==> src/rtl/tri_bank_irq.sv <==
module tri_bank_irq #(
  parameter int LOC_W  = 9,
  parameter int SER_W  = 16,
  parameter int DEV_W  = 15,
  parameter int ADDR_W = 12,
  parameter int DATA_W = 32,
  parameter int BASE   = 'h300,
  parameter int STRIDE = 'h20,
  parameter int MSK_OFS = 'h8
) (
  input  logic              clk,
  input  logic              rst_n,
  input  logic [LOC_W-1:0]  loc_src,
  input  logic [SER_W-1:0]  ser_src,
  input  logic [DEV_W-1:0]  dev_src,
  input  logic [ADDR_W-1:0] reg_addr,
  input  logic              reg_wr,
  input  logic [DATA_W-1:0] reg_wdata,
  input  logic              reg_rd,
  output logic [DATA_W-1:0] reg_rdata,
  output logic              irq_out
);
  localparam int NB = 3;

  function automatic logic [DATA_W-1:0] width_mask(input int b);
    int w;
    w = (b == 0) ? LOC_W : (b == 1) ? SER_W : DEV_W;
    return {DATA_W{1'b1}} >> (DATA_W - w);
  endfunction

  logic [NB-1:0][DATA_W-1:0] src_v, req_q, msk_q;
  logic [NB-1:0]             pend, hit_req, hit_msk;
  logic [DATA_W-1:0]         rd_mux;
  logic                      mapped;

  assign src_v[0] = DATA_W'(loc_src);
  assign src_v[1] = DATA_W'(ser_src);
  assign src_v[2] = DATA_W'(dev_src);

  for (genvar b = 0; b < NB; b++) begin : g_bank
    localparam logic [DATA_W-1:0] WM = width_mask(b);
    localparam logic [ADDR_W-1:0] A_REQ = ADDR_W'(BASE + b * STRIDE);
    localparam logic [ADDR_W-1:0] A_MSK = ADDR_W'(BASE + b * STRIDE + MSK_OFS);

    assign hit_req[b] = reg_wr && reg_addr == A_REQ;
    assign hit_msk[b] = reg_wr && reg_addr == A_MSK;
    assign pend[b]    = |(req_q[b] & ~msk_q[b]);

    always_ff @(posedge clk) begin
      if (!rst_n) begin
        req_q[b] <= '0;
        msk_q[b] <= WM;
      end else begin
        req_q[b] <= ((req_q[b] & (hit_req[b] ? reg_wdata : '1)) | src_v[b]) & WM;
        if (hit_msk[b]) msk_q[b] <= reg_wdata & WM;
      end
    end

    p_set_r4: assert property (@(posedge clk) disable iff (!rst_n)
      (|src_v[b]) |=> ((req_q[b] & $past(src_v[b])) == $past(src_v[b])));
    p_keep_r5: assert property (@(posedge clk) disable iff (!rst_n)
      !hit_req[b] |=> ((req_q[b] & $past(req_q[b])) == $past(req_q[b])));
    p_mask_r3: assert property (@(posedge clk) disable iff (!rst_n)
      !hit_msk[b] |=> $stable(msk_q[b]));
  end

  always_comb begin
    rd_mux = '0;
    mapped = 1'b0;
    for (int b = 0; b < NB; b++) begin
      if (reg_addr == ADDR_W'(BASE + b * STRIDE)) begin
        rd_mux = req_q[b];
        mapped = 1'b1;
      end
      if (reg_addr == ADDR_W'(BASE + b * STRIDE + MSK_OFS)) begin
        rd_mux = msk_q[b];
        mapped = 1'b1;
      end
    end
  end

  always_ff @(posedge clk) begin
    if (!rst_n) reg_rdata <= '0;
    else        reg_rdata <= reg_rd ? rd_mux : '0;
  end

  assign irq_out = |pend;

  p_irq_hold_r7: assert property (@(posedge clk) disable iff (!rst_n)
    (irq_out && !reg_wr) |=> irq_out);
  p_rd_unmapped_r9: assert property (@(posedge clk) disable iff (!rst_n)
    (reg_rd && !mapped) |=> (reg_rdata == '0));
endmodule

==> config.mk <==
export PLATFORM = sky130hd
export DESIGN_NAME = tri_bank_irq
export DESIGN_NICKNAME = d
export VERILOG_FILES = /design/src/rtl/tri_bank_irq.sv
export SDC_FILE = /design/constraint.sdc
export NUM_CORES = 1
export LEC_CHECK = 0
export ABC_CLOCK_PERIOD_IN_PS = 3100
export CORE_MARGIN = 1.5
export CORE_UTILIZATION = 36
export CTS_CLUSTER_SIZE = 40
export DETAILED_ROUTE_END_ITERATION = 10
export PLACE_DENSITY = 0.72
export SYNTH_ARGS = -nofsm -noshare
export SYNTH_HDL_FRONTEND = slang
export SYNTH_SLANG_ARGS = --single-unit
==> constraint.sdc <==
create_clock -name clk -period 3.1 [get_ports clk]
set_clock_uncertainty 0.15 [all_clocks]
set_input_delay 0.31 -clock clk [delete_from_list [all_inputs] [get_ports clk]]
set_output_delay 0.31 -clock clk [all_outputs]
set_load 0.02 [all_outputs]
Yosys cells after proc, flatten, opt, wreduce, memory -nomap -nowiden
Cells that the tools add are included.
{ "op_classes": {"n_reduce_logical": 9, "mux": 9, "eq_ne": 6, "n_bitwise": 13} }
{ "ops": {"columns": ["cell", "count"], "rows": [
  ["2-to-1 mux 32 bit", 4],
  ["OR reduction 96 bit", 1],
  ["== test 12 x 10 -> 1 bit (second input constant)", 6],
  ["AND 15 x 32 -> 32 bit", 1],
  ["AND 16 x 32 -> 32 bit", 1],
  ["AND 9 x 32 -> 32 bit", 1],
  ["NOT 15 -> 32 bit", 1],
  ["NOT 16 -> 32 bit", 1],
  ["NOT 9 -> 32 bit", 1],
  ["2-to-1 mux 15 bit", 2],
  ["2-to-1 mux 9 bit", 2],
  ["AND 16 bit", 1],
  ["2-to-1 mux 16 bit", 1],
  ["bitwise OR 16 bit", 1],
  ["AND 15 bit", 1],
  ["bitwise OR 15 bit", 1],
  ["AND 9 bit", 1],
  ["bitwise OR 9 bit", 1],
  ["logical AND 1 bit", 6],
  ["AND reduction 2 bit", 1],
  ["OR reduction 2 bit", 1],
  ["NOT 1 bit", 1]
]} }
{ "word_totals": {"out_inout_bits": 33, "elab_cells": 45, "register_bits": 112, "inputBits": 88} }

Depth between registers and ports, before layout
Gate-level depths: netlist of run 1.
{ "logic_depth": {"depth_word": 7, "depth_mapped": 7, "ltp_nobuf": 4} }

Worst setup path before layout of run 1
No wires, ideal clock.
{ "synth_timing": {"path_type": "input to register", "startpoint": "input port reg_addr[1]", "endpoint": "register reg_rdata[10]", "arrival_time_ns": 2.218, "path_slack_ns": 0.654, "setup_ns": 0.078, "path_stages": 7, "n_path_buf": 3, "required_time_ns": 2.872, "path_cell_list": "or4b_1 > buf_2 > or3_1 > buf_2 > or4b_1 > buf_2 > o22ai_1"} }
{ "synth_between": {"elab_chain_cells": 5, "elab_cells_between_ends": 8, "cone_classes": "4 x eq/ne; 4 x mux"} }
{ "synth_rtl": {"columns": ["element", "line", "source"], "rows": [
  ["start, declared", "16", "input logic [ADDR_W-1:0] reg_addr,"],
  ["== test 12 x 10 -> 1 bit", "71", "if (reg_addr == ADDR_W'(BASE + b * STRIDE)) begin"],
  ["2-to-1 mux 32 bit", "71", null],
  ["2-to-1 mux 32 bit", "75", "if (reg_addr == ADDR_W'(BASE + b * STRIDE + MSK_OFS)) begin"],
  ["2-to-1 mux 32 bit", "71", null],
  ["2-to-1 mux 15 bit *", "75", null],
  ["end signal, assigned", "84", "else reg_rdata <= reg_rd ? rd_mux : '0;"],
  ["end, declared", "20", "output logic [DATA_W-1:0] reg_rdata,"]
]} }
Mark *: on every way between the ends. The rest lies on a longest branch, timed or not.
A chain may end at the register's enable or synchronous reset.

Final worst setup path of run 1
{ "layout_timing": {"startpoint": "register msk_q[1] (netlist name)", "endpoint": "output port irq_out"} }
{ "layout_between": {"elab_chain_cells": 3} }
{ "layout_rtl": {"columns": ["element", "line", "source"], "rows": [
  ["start, declared", "31", "logic [NB-1:0][DATA_W-1:0] src_v, req_q, msk_q;"],
  ["start signal, assigned by index", "55", "if (hit_msk[b]) msk_q[b] <= reg_wdata & WM;"],
  ["NOT 9 -> 32 bit", "47", "assign pend[b] = |(req_q[b] & ~msk_q[b]);"],
  ["AND 9 x 32 -> 32 bit", "47", null],
  ["OR reduction 96 bit", "87", "assign irq_out = |pend;"],
  ["end, declared", "21", "output logic irq_out"]
]} }
No other way between the ends.

==> impl_metrics.yaml, run 1 <==
hold_path:
  min_path_type: "input port to register"
  min_from: "rst_n"
  hold_depth: 2
  worstHoldEndpoint: "msk_q[1]$_SDFFE_PN1P_"
setup_path:
  rrSetupSlack_ps: 1810
  r2r-start: "req_q[72]$_SDFF_PN0_"
  critPathLaunch: "msk_q[1]$_SDFFE_PN1P_"
  crit_chain: "nand2b_1 > o2111ai_1 > nor4_1 > nand4_1 > clkdlybuf4s50_1"
  worstReg2RegEnd: "reg_rdata[8]$_SDFF_PN0_"
  slowest_stage: "clkdlybuf4s50_1"
  endpoint_kind: "primary output"
  cp_max_fo: 3
  cp-start-kind: "register"
  worst_ep_arrival_time_ps: 2110
  crit_required_ps: 2640
  slowest_delay_ps: 590
  crit_type: "register to primary output"
  ff2ff_path_depth: 4
synth:
  ys_seq_area_share_pct: 44.2
  syn-mean-instance-area_um2: 8.20
  netlist_area_mm2: 0.00435
  synth.area.top_cells: "dfxtp_1 44%, mux2i_1 12%, nand2_1 5.3%, a21oi_1 5.2%, o21ai_0 5.2%"
  netlist_instances: 531
  ys_warn_count: 0
  yosysTopAreaCell: "dfxtp_1"
  synth_top_area_share_pct: 44.2
  ys_seq_elements: 96
  ys_types: 34
sta:
  slew_violations: 0
  min_period_ps: 2570
  hold-worst-slack_ps: 165
  finalCritPeriodShare_pct: 83.0
  setup_violations: 0
  tns_ps: 0
  finalWorstSetupSlack_ps: 527
  slew_headroom_pct: 60.0
  hold_viol: 0
  rsz0062_at_grt: "false"
  fmax_ghz: 0.389
  worst_slew_pin_slew_ps: 600
cells_and_area:
  drive_gt1_share_pct: 5.99
  area_delta_synth_final_pct: 30.1
  final_common_cell: "dfxtp_1"
  final_cell_mix: "96 x dfxtp_1, 86 x clkdlybuf4s50_1, 62 x nand2_1"
  num_antenna_cells: 0
  fin_nets: 702
  nFillCells: 1116
clocking:
  worst_skew_pair.late_latency_ps: 340
  clock_sinks: 96
  cts_tree: "yes"
  path_clk_slew_ps: 60
  h-tree-depth: 3
  clockBufferDepth: 2
  clock_tree.root_cell: "clkbuf_16"
  numCtsBuffers: 9
  cts_setup_buffers: 0
  hold_buffers: 0
  post_cts_resized: 0
die:
  die_x_um: 113
  io_pins: 121
  start_util_pct: 37.5
  die_area_mm2: 0.0128
  core.rowCount: 39
  core_mm2: 0.0116
  fp.dieH_um: 113
global_route:
  grt_pass1_wl_um: 19900
  grt_max_degree: 63
  overflow: 0
  antenna_found_initial: 0
  grt_pass1_vias: 3910
  track_usage_pct: 19.8
route:
  num_vias: 4034
  dr.pass1.iters: 5
  drc: 0
  wl_um: 12600
  via_per_inst: 5.30
  wl_per_cell_um: 16.6
  ant_nets: 0
  drt_iter0_markers: 218
power_and_ir_drop:
  p_leak_nw: 2.38
  comb_power_share_pct: 10.3
  p_int_mw: 2.11
  clock_power_share_pct: 42.3
  switching_share_pct: 23.1
  power_density_mw_per_mm2: 485
  power_switching_mw: 0.633
  peakVddDrop_mv: 0.268
  p_seq_share_pct: 47.4
placed_design:
  gp_congestion: 0.864
  io_buffers: 88
  hpwl_um: 8940
  dp_worst_setup_slack_ps: 221
run:
  maxCapViolCount: 0
run_status:
  outcome: "finished, final reports clean"
how the worst max path moves through the flow:
| stage | end |
|---|---|
| after global placement | reg_rdata[11]$_SDFF_PN0_ |
| final | irq_out |
| after detailed placement | reg_rdata[11]$_SDFF_PN0_ |
| after CTS | reg_rdata[11]$_SDFF_PN0_ |
| after floorplan | reg_rdata[10]$_SDFF_PN0_ |
| after global routing | irq_out |
cells by family (layout without fill, tap and decap cells):
kind of cell	after synthesis	after routing	synth area share [%]
simple gates	174	174	18.8
buf+inv	76	148	8.05
flops	96	96	44.2
mux	54	54	12.4
compound gates	130	130	16.5
other cells	1	16	0.0861
power by group through the flow:
stage / sequential [mW] / combinational [mW] / clock, mW
2_1_floorplan: 1.32 / 0.157 / 0
3_3_place_gp: 1.33 / 0.272 / 0
3_5_place_dp: 1.33 / 0.280 / 0
4_1_cts: 1.30 / 0.282 / 1.18
5_1_grt: 1.31 / 0.311 / 1.23
6_report: 1.30 / 0.282 / 1.16
sequential cells by signal, summed over array words and instances (netlist names):
signal and count:
req_q 40, reg_rdata 16, msk_q 40
routing by layer:
layer	wire [µm]	GRT usage [%]
met4	280	7.92
met2	5910	32.3
met1	5650	26.1
met3	767	3.86
met5	0	0
per-stage QoR:
stage	total power, mW	util, %	cells	area, µm²
after floorplan	1.47	-	546	4410
after global placement	1.60	46.1	746	5350
after detailed placement	1.61	46.1	746	5350
after CTS	2.76	48.8	761	5660
after global routing	2.85	48.8	761	5660
final	2.75	48.8	761	5660
layout make-up:
class                           instances  area, µm²  area share [%]
Multi-Input combinational cell        374       2150            38.0
Sequential cell                        96       1920            33.9
Clock buffer                           10        229            4.04
Timing Repair Buffer                  104        991            17.5
Inverter                               29        109            1.92
Tap cell                              143        179            3.16
Clock inverter                          5       82.6            1.46
synthesized netlist by cell type (all sizes together):
cell type   n
dfxtp      96
nand2      62
mux2i      54
o21ai      49
nor2       48
a21oi      45
inv        29
buf        24
clkbuf     23
o22ai      22
nand3      16
nand2b     13
nor4        8
nor3        6
a31oi       5
o32ai       5
o2111ai     4
nand3b      3
or4         3
nand4b      2
nor3b       2
or3b        2
or4b        2
and2        1
and3        1
conb        1
nand4       1
nor2b       1
or2         1
or3         1
or4bb       1
critical path, delay by kind of cell (launching register included):
kind / cells / cell delay [ps]
simple gates: 3 / 640
buf+inv: 1 / 590
flops: 1 / 350
compound gates: 1 / 210
No activity file was read; power rests on OpenSTA's default activity.
==> run 2: changes to the inputs <==
Settings changed: ABC_CLOCK_PERIOD_IN_PS 3100 to 2600.
Clock period 3.1 ns to 2.6 ns, I/O delays scaled along.
==> run 2 against run 1 <==
  * Register-to-register slack worse by 550 ps
  * Critical endpoint is now reg_rdata[11]$_SDFF_PN0_
  * Die area unchanged
  * Largest power group unchanged
  * Non-clock buffer count up 4
==> impl_metrics.yaml, run 2 (same netlist as run 1, synthesis figures left out) <==
global_route:
  track_usage_pct: 19.7
  overflow: 0
  grt_pass1_vias: 3844
  grt_pass1_wl_um: 19800
  grt_max_degree: 81
  antenna_found_initial: 0
route:
  ant_nets: 0
  wl_um: 12600
  route.met2.wl_um: 5900
  wl_per_cell_um: 16.4
  drc: 0
  dr.pass1.iters: 5
  num_vias: 4029
  wl_met1_um: 5670
  drt_iter0_markers: 241
  highest_layer: "met4"
  via_per_inst: 5.26
  wl_met3_um: 874
clocking:
  cts_tree: "yes"
  clock_sinks: 96
  path_clk_slew_ps: 60
  worst_skew_pair.late_latency_ps: 340
  clockBufferDepth: 2
  numCtsBuffers: 9
  clock_tree.root_cell: "clkbuf_16"
  cts_setup_buffers: 0
  h-tree-depth: 3
setup_path:
  cp_max_fo: 10
  crit_type: "input port to register"
  crit_required_ps: 2700
  ff2ff_path_depth: 4
  endpoint_kind: "register"
  cp-start-kind: "input port"
  worst_ep_arrival_time_ps: 2500
placed_design:
  dp_worst_setup_slack_ps: -144
  gp_congestion: 0.842
  io_buffers: 88
  hpwl_um: 8950
die:
  core.rowCount: 39
  fp.dieH_um: 113
  io_pins: 121
  core_mm2: 0.0116
  die_x_um: 113
  start_util_pct: 37.5
  die_area_mm2: 0.0128
hold_path:
  min_path_type: "input port to register"
  hold_depth: 4
run_status:
  outcome: "finished, final reports clean"
cells_and_area:
  area_delta_synth_final_pct: 30.2
  final_common_cell: "dfxtp_1"
  reg.largest.list: "msk_q x40, req_q x40, reg_rdata x16"
  drive_gt1_share_pct: 6.90
  final_cell_mix: "96 x dfxtp_1, 85 x clkdlybuf4s50_1, 62 x nand2_1"
  final_core_util_pct: 48.8
  fin_nets: 706
  num_antenna_cells: 0
run:
  maxCapViolCount: 0
sta:
  hold_viol: 0
  fmax_ghz: 0.418
  rsz0062_at_grt: "false"
  slew_headroom_pct: 50.6
  setup_violations: 0
  slew_violations: 0
  worst_slew_pin_slew_ps: 741
  finalWorstSetupSlack_ps: 205
  min_period_ps: 2390
  finalCritPeriodShare_pct: 92.1
power_and_ir_drop:
  peakVddDrop_mv: 0.298
  p_leak_nw: 2.39
  power_density_mw_per_mm2: 547
## run 2: changes by cell type in the layout (fill, tap and decap cells not counted)
cell / before / now
clkinvlp_4: 0 / 4
dlymetal6s2s_1: 0 / 1
clkbuf_1: 1 / 0
buf_4: 16 / 19
clkinv_4: 2 / 1
buf_12: 0 / 1
bufinv_16: 2 / 0
clkdlybuf4s50_1: 86 / 85
clkinv_2: 1 / 2
## run 2: routing by layer
| layer | GRT usage [%] | vias up |
|---|---|---|
| met3 | 2.84 | 12 |
| met5 | 0 | - |
| met1 | 26.8 | 1866 |
| met2 | 32.6 | 158 |
| li1 | - | 1993 |
| met4 | 5.92 | 0 |
## run 2: stage by stage
step	power, mW	instances	area [µm²]	hold slack, ps	setup TNS (ps)
global placement	1.91	750	5390	315	-3140
finish	3.10	766	5670	300	0
detailed placement	1.92	750	5390	329	-4060
CTS	3.12	766	5670	282	0
floorplan	1.76	546	4410	234	0
global route	3.22	766	5670	311	0
## run 2: layout make-up
type                            count  area [µm²]
Clock buffer                        9         225
Clock inverter                      7        48.8
Sequential cell                    96        1920
Fill cell                        1113        5940
Inverter                           29         109
Timing Repair Buffer              108        1040
Multi-Input combinational cell    374        2150
Tap cell                          143         179
## run 2: worst max-delay path, cell delays in order
cell,delay (ps)
clkdlybuf4s50_1,400
or4b_1,550
or3_1,410
or4b_1,470
buf_4,210
o22ai_1,190
## run 2: worst paths after layout
| kind | start | endpoint | slack [ps] |
|---|---|---|---|
| worst min register to register | msk_q[44]$_SDFFE_PN1P_ | msk_q[44]$_SDFFE_PN1P_ | 340 |
| worst max-delay path | reg_addr[4] | reg_rdata[11]$_SDFF_PN0_ | 210 |
| worst min-delay path | rst_n | reg_rdata[1]$_SDFF_PN0_ | 300 |
| worst max register to register | req_q[72]$_SDFF_PN0_ | reg_rdata[8]$_SDFF_PN0_ | 1260 |
## run 2: power breakdown
part | switching [mW] | leakage (nW) | total [mW] | internal (mW)
clock network | 0.567 | 0.123 | 1.21 | 0.646
registers | 0.0374 | 0.788 | 1.55 | 1.51
logic | 0.170 | 1.48 | 0.338 | 0.168
total | 0.774 | 2.39 | 3.10 | 2.33
## run 2: repair_timing
item	in CTS	in global routing
endpoints found under the setup margin	0	1
hold buffers	0	0
gates resized for setup	0	1
==> run 3: changes to the inputs <==
--- a/config.mk
+++ b/config.mk
@@ -7,7 +7,8 @@
 export LEC_CHECK = 0
 export ABC_CLOCK_PERIOD_IN_PS = 2600
+export CORE_ASPECT_RATIO = 0.5
 export CORE_MARGIN = 1.5
 export CORE_UTILIZATION = 36
-export CTS_CLUSTER_SIZE = 40
+export CTS_CLUSTER_SIZE = 10
 export DETAILED_ROUTE_END_ITERATION = 10
 export PLACE_DENSITY = 0.72
--- a/constraint.sdc
+++ b/constraint.sdc
@@ -3,3 +3,3 @@
 set_input_delay 0.26 -clock clk [delete_from_list [all_inputs] [get_ports clk]]
 set_output_delay 0.26 -clock clk [all_outputs]
-set_load 0.02 [all_outputs]
+set_load 0.01 [all_outputs]
==> run 3 against run 2 <==
  * Combinational power is 4% lower
  * Highest routed layer unchanged
  * Clock power is essentially flat
  * Largest cell class unchanged
  * Die area increased by 0.32%
  * Non-clock buffer count fell by 2
  * Largest power group unchanged
  * Critical path depth decreased by 1
  * Cell count rose by 2.5%
==> impl_metrics.yaml, run 3 (same netlist as run 1, synthesis figures left out) <==
cells_and_area:
  drive_gt1_share_pct: 5.81
  area_delta_synth_final_pct: 30.6
  instances_no_fill: 785
  nFillCells: 1146
  fin_nets: 704
  seqCellArea_mm2: 0.00192
  multi_input_area_mm2: 0.00215
  num_antenna_cells: 0
  reg.largest.list: "msk_q x40, req_q x40, reg_rdata x16"
  fin_area_mm2: 0.00569
  final_cell_mix: "96 x dfxtp_1, 86 x clkdlybuf4s50_1, 62 x nand2_1"
  final_common_cell: "dfxtp_1"
clocking:
  worst_skew_pair.late_latency_ps: 340
  clock_sinks: 96
  hold_buffers: 0
  cts_tree: "yes"
  path_clk_slew_ps: 60
  cts_setup_buffers: 0
  clockBufferDepth: 2
  clock_tree.root_cell: "clkbuf_16"
  numCtsBuffers: 9
  h-tree-depth: 3
  post_cts_resized: 0
hold_path:
  min_path_type: "input port to register"
route:
  drc: 0
  ant_nets: 0
  via_per_inst: 5.21
  wl_per_cell_um: 15.3
  wl_um: 12000
  dr.pass1.iters: 5
  drt_iter0_markers: 333
  num_vias: 4088
sta:
  slew_headroom_pct: 50.2
  hold_viol: 0
  worst_slew_pin_slew_ps: 746
  finalCritPeriodShare_pct: 94.4
  min_period_ps: 2460
  setup_violations: 0
  slew_violations: 0
  fmax_ghz: 0.407
  rsz0062_at_grt: "false"
global_route:
  grt_pass1_wl_um: 19000
  track_usage_pct: 19.4
  grt_pass1_vias: 3759
  grt_max_degree: 81
  antenna_found_initial: 0
  overflow: 0
run:
  maxCapViolCount: 0
die:
  start_util_pct: 36.9
  die_x_um: 159
  core_mm2: 0.0118
  io_pins: 121
  core.rowCount: 28
  die_area_mm2: 0.0128
  fp.dieH_um: 80.8
placed_design:
  dpl-instance-area_mm2: 0.00542
  io_buffers: 88
  gp_congestion: 0.856
  hpwl_um: 8500
  dp_cells: 770
setup_path:
  endpoint_kind: "primary output"
  crit_type: "register to primary output"
  cp-start-kind: "register"
  crit_required_ps: 2190
  cp_max_fo: 3
  worst_ep_arrival_time_ps: 2050
power_and_ir_drop:
  peakVddDrop_mv: 0.286
  p_leak_nw: 2.37
  power_density_mw_per_mm2: 543
run_status:
  outcome: "finished, final reports clean"
==> run 3: routing by layer <==
| layer | part of all wire [%] | routed length (µm) | global-route usage [%] | up-vias |
|---|---|---|---|---|
| met5 | 0 | 0 | 0 | - |
| met3 | 7.7 | 929 | 4.27 | 14 |
| met1 | 47 | 5620 | 26.7 | 1934 |
| met2 | 44 | 5330 | 30.4 | 150 |
| li1 | - | - | - | 1990 |
| met4 | 1.2 | 144 | 6.54 | 0 |
==> run 3: area by class of cell <==
class,count,share of cell area (%)
repair buffers,106,18.1
flip-flops and latches,96,33.8
clock buffers,15,4.71
multi-input cells,374,37.8
inverters,29,1.91
well taps,165,3.63
==> run 3: metrics by stage <==
step           utilization [%]  setup WS (ps)  TNS, ps  power, mW  hold slack, ps
5_1_grt                   48.2           54.9        0       3.21             315
4_1_cts                   48.2            191        0       3.10             300
3_5_place_dp              45.9           -148    -3100       1.91             324
2_1_floorplan                -            204        0       1.75             234
3_3_place_gp              45.9           -119    -2730       1.90             314
6_report                  48.2            144        0       3.08             313
==> run 3: power breakdown <==
group | switching (mW) | internal, mW | total (mW)
combinational | 0.157 | 0.168 | 0.325
sequential | 0.0371 | 1.52 | 1.55
clock | 0.509 | 0.697 | 1.21
==> run 3: final timing paths <==
path	end	slack, ps	from	depth (start not counted)
min	reg_rdata[8]$_SDFF_PN0_	310	rst_n	4
min reg2reg	msk_q[42]$_SDFFE_PN1P_	330	msk_q[42]$_SDFFE_PN1P_	2
max reg2reg	reg_rdata[5]$_SDFF_PN0_	1290	req_q[69]$_SDFF_PN0_	4
max	irq_out	140	msk_q[76]$_SDFFE_PN1P_	5
==> run 3: critical path: stages, from the launching register on <==
cell and delay [ps]:
dfxtp_1 350, nand2b_1 190, o2111ai_1 220, nor4_1 270, nand4_1 160, clkdlybuf4s50_1 520
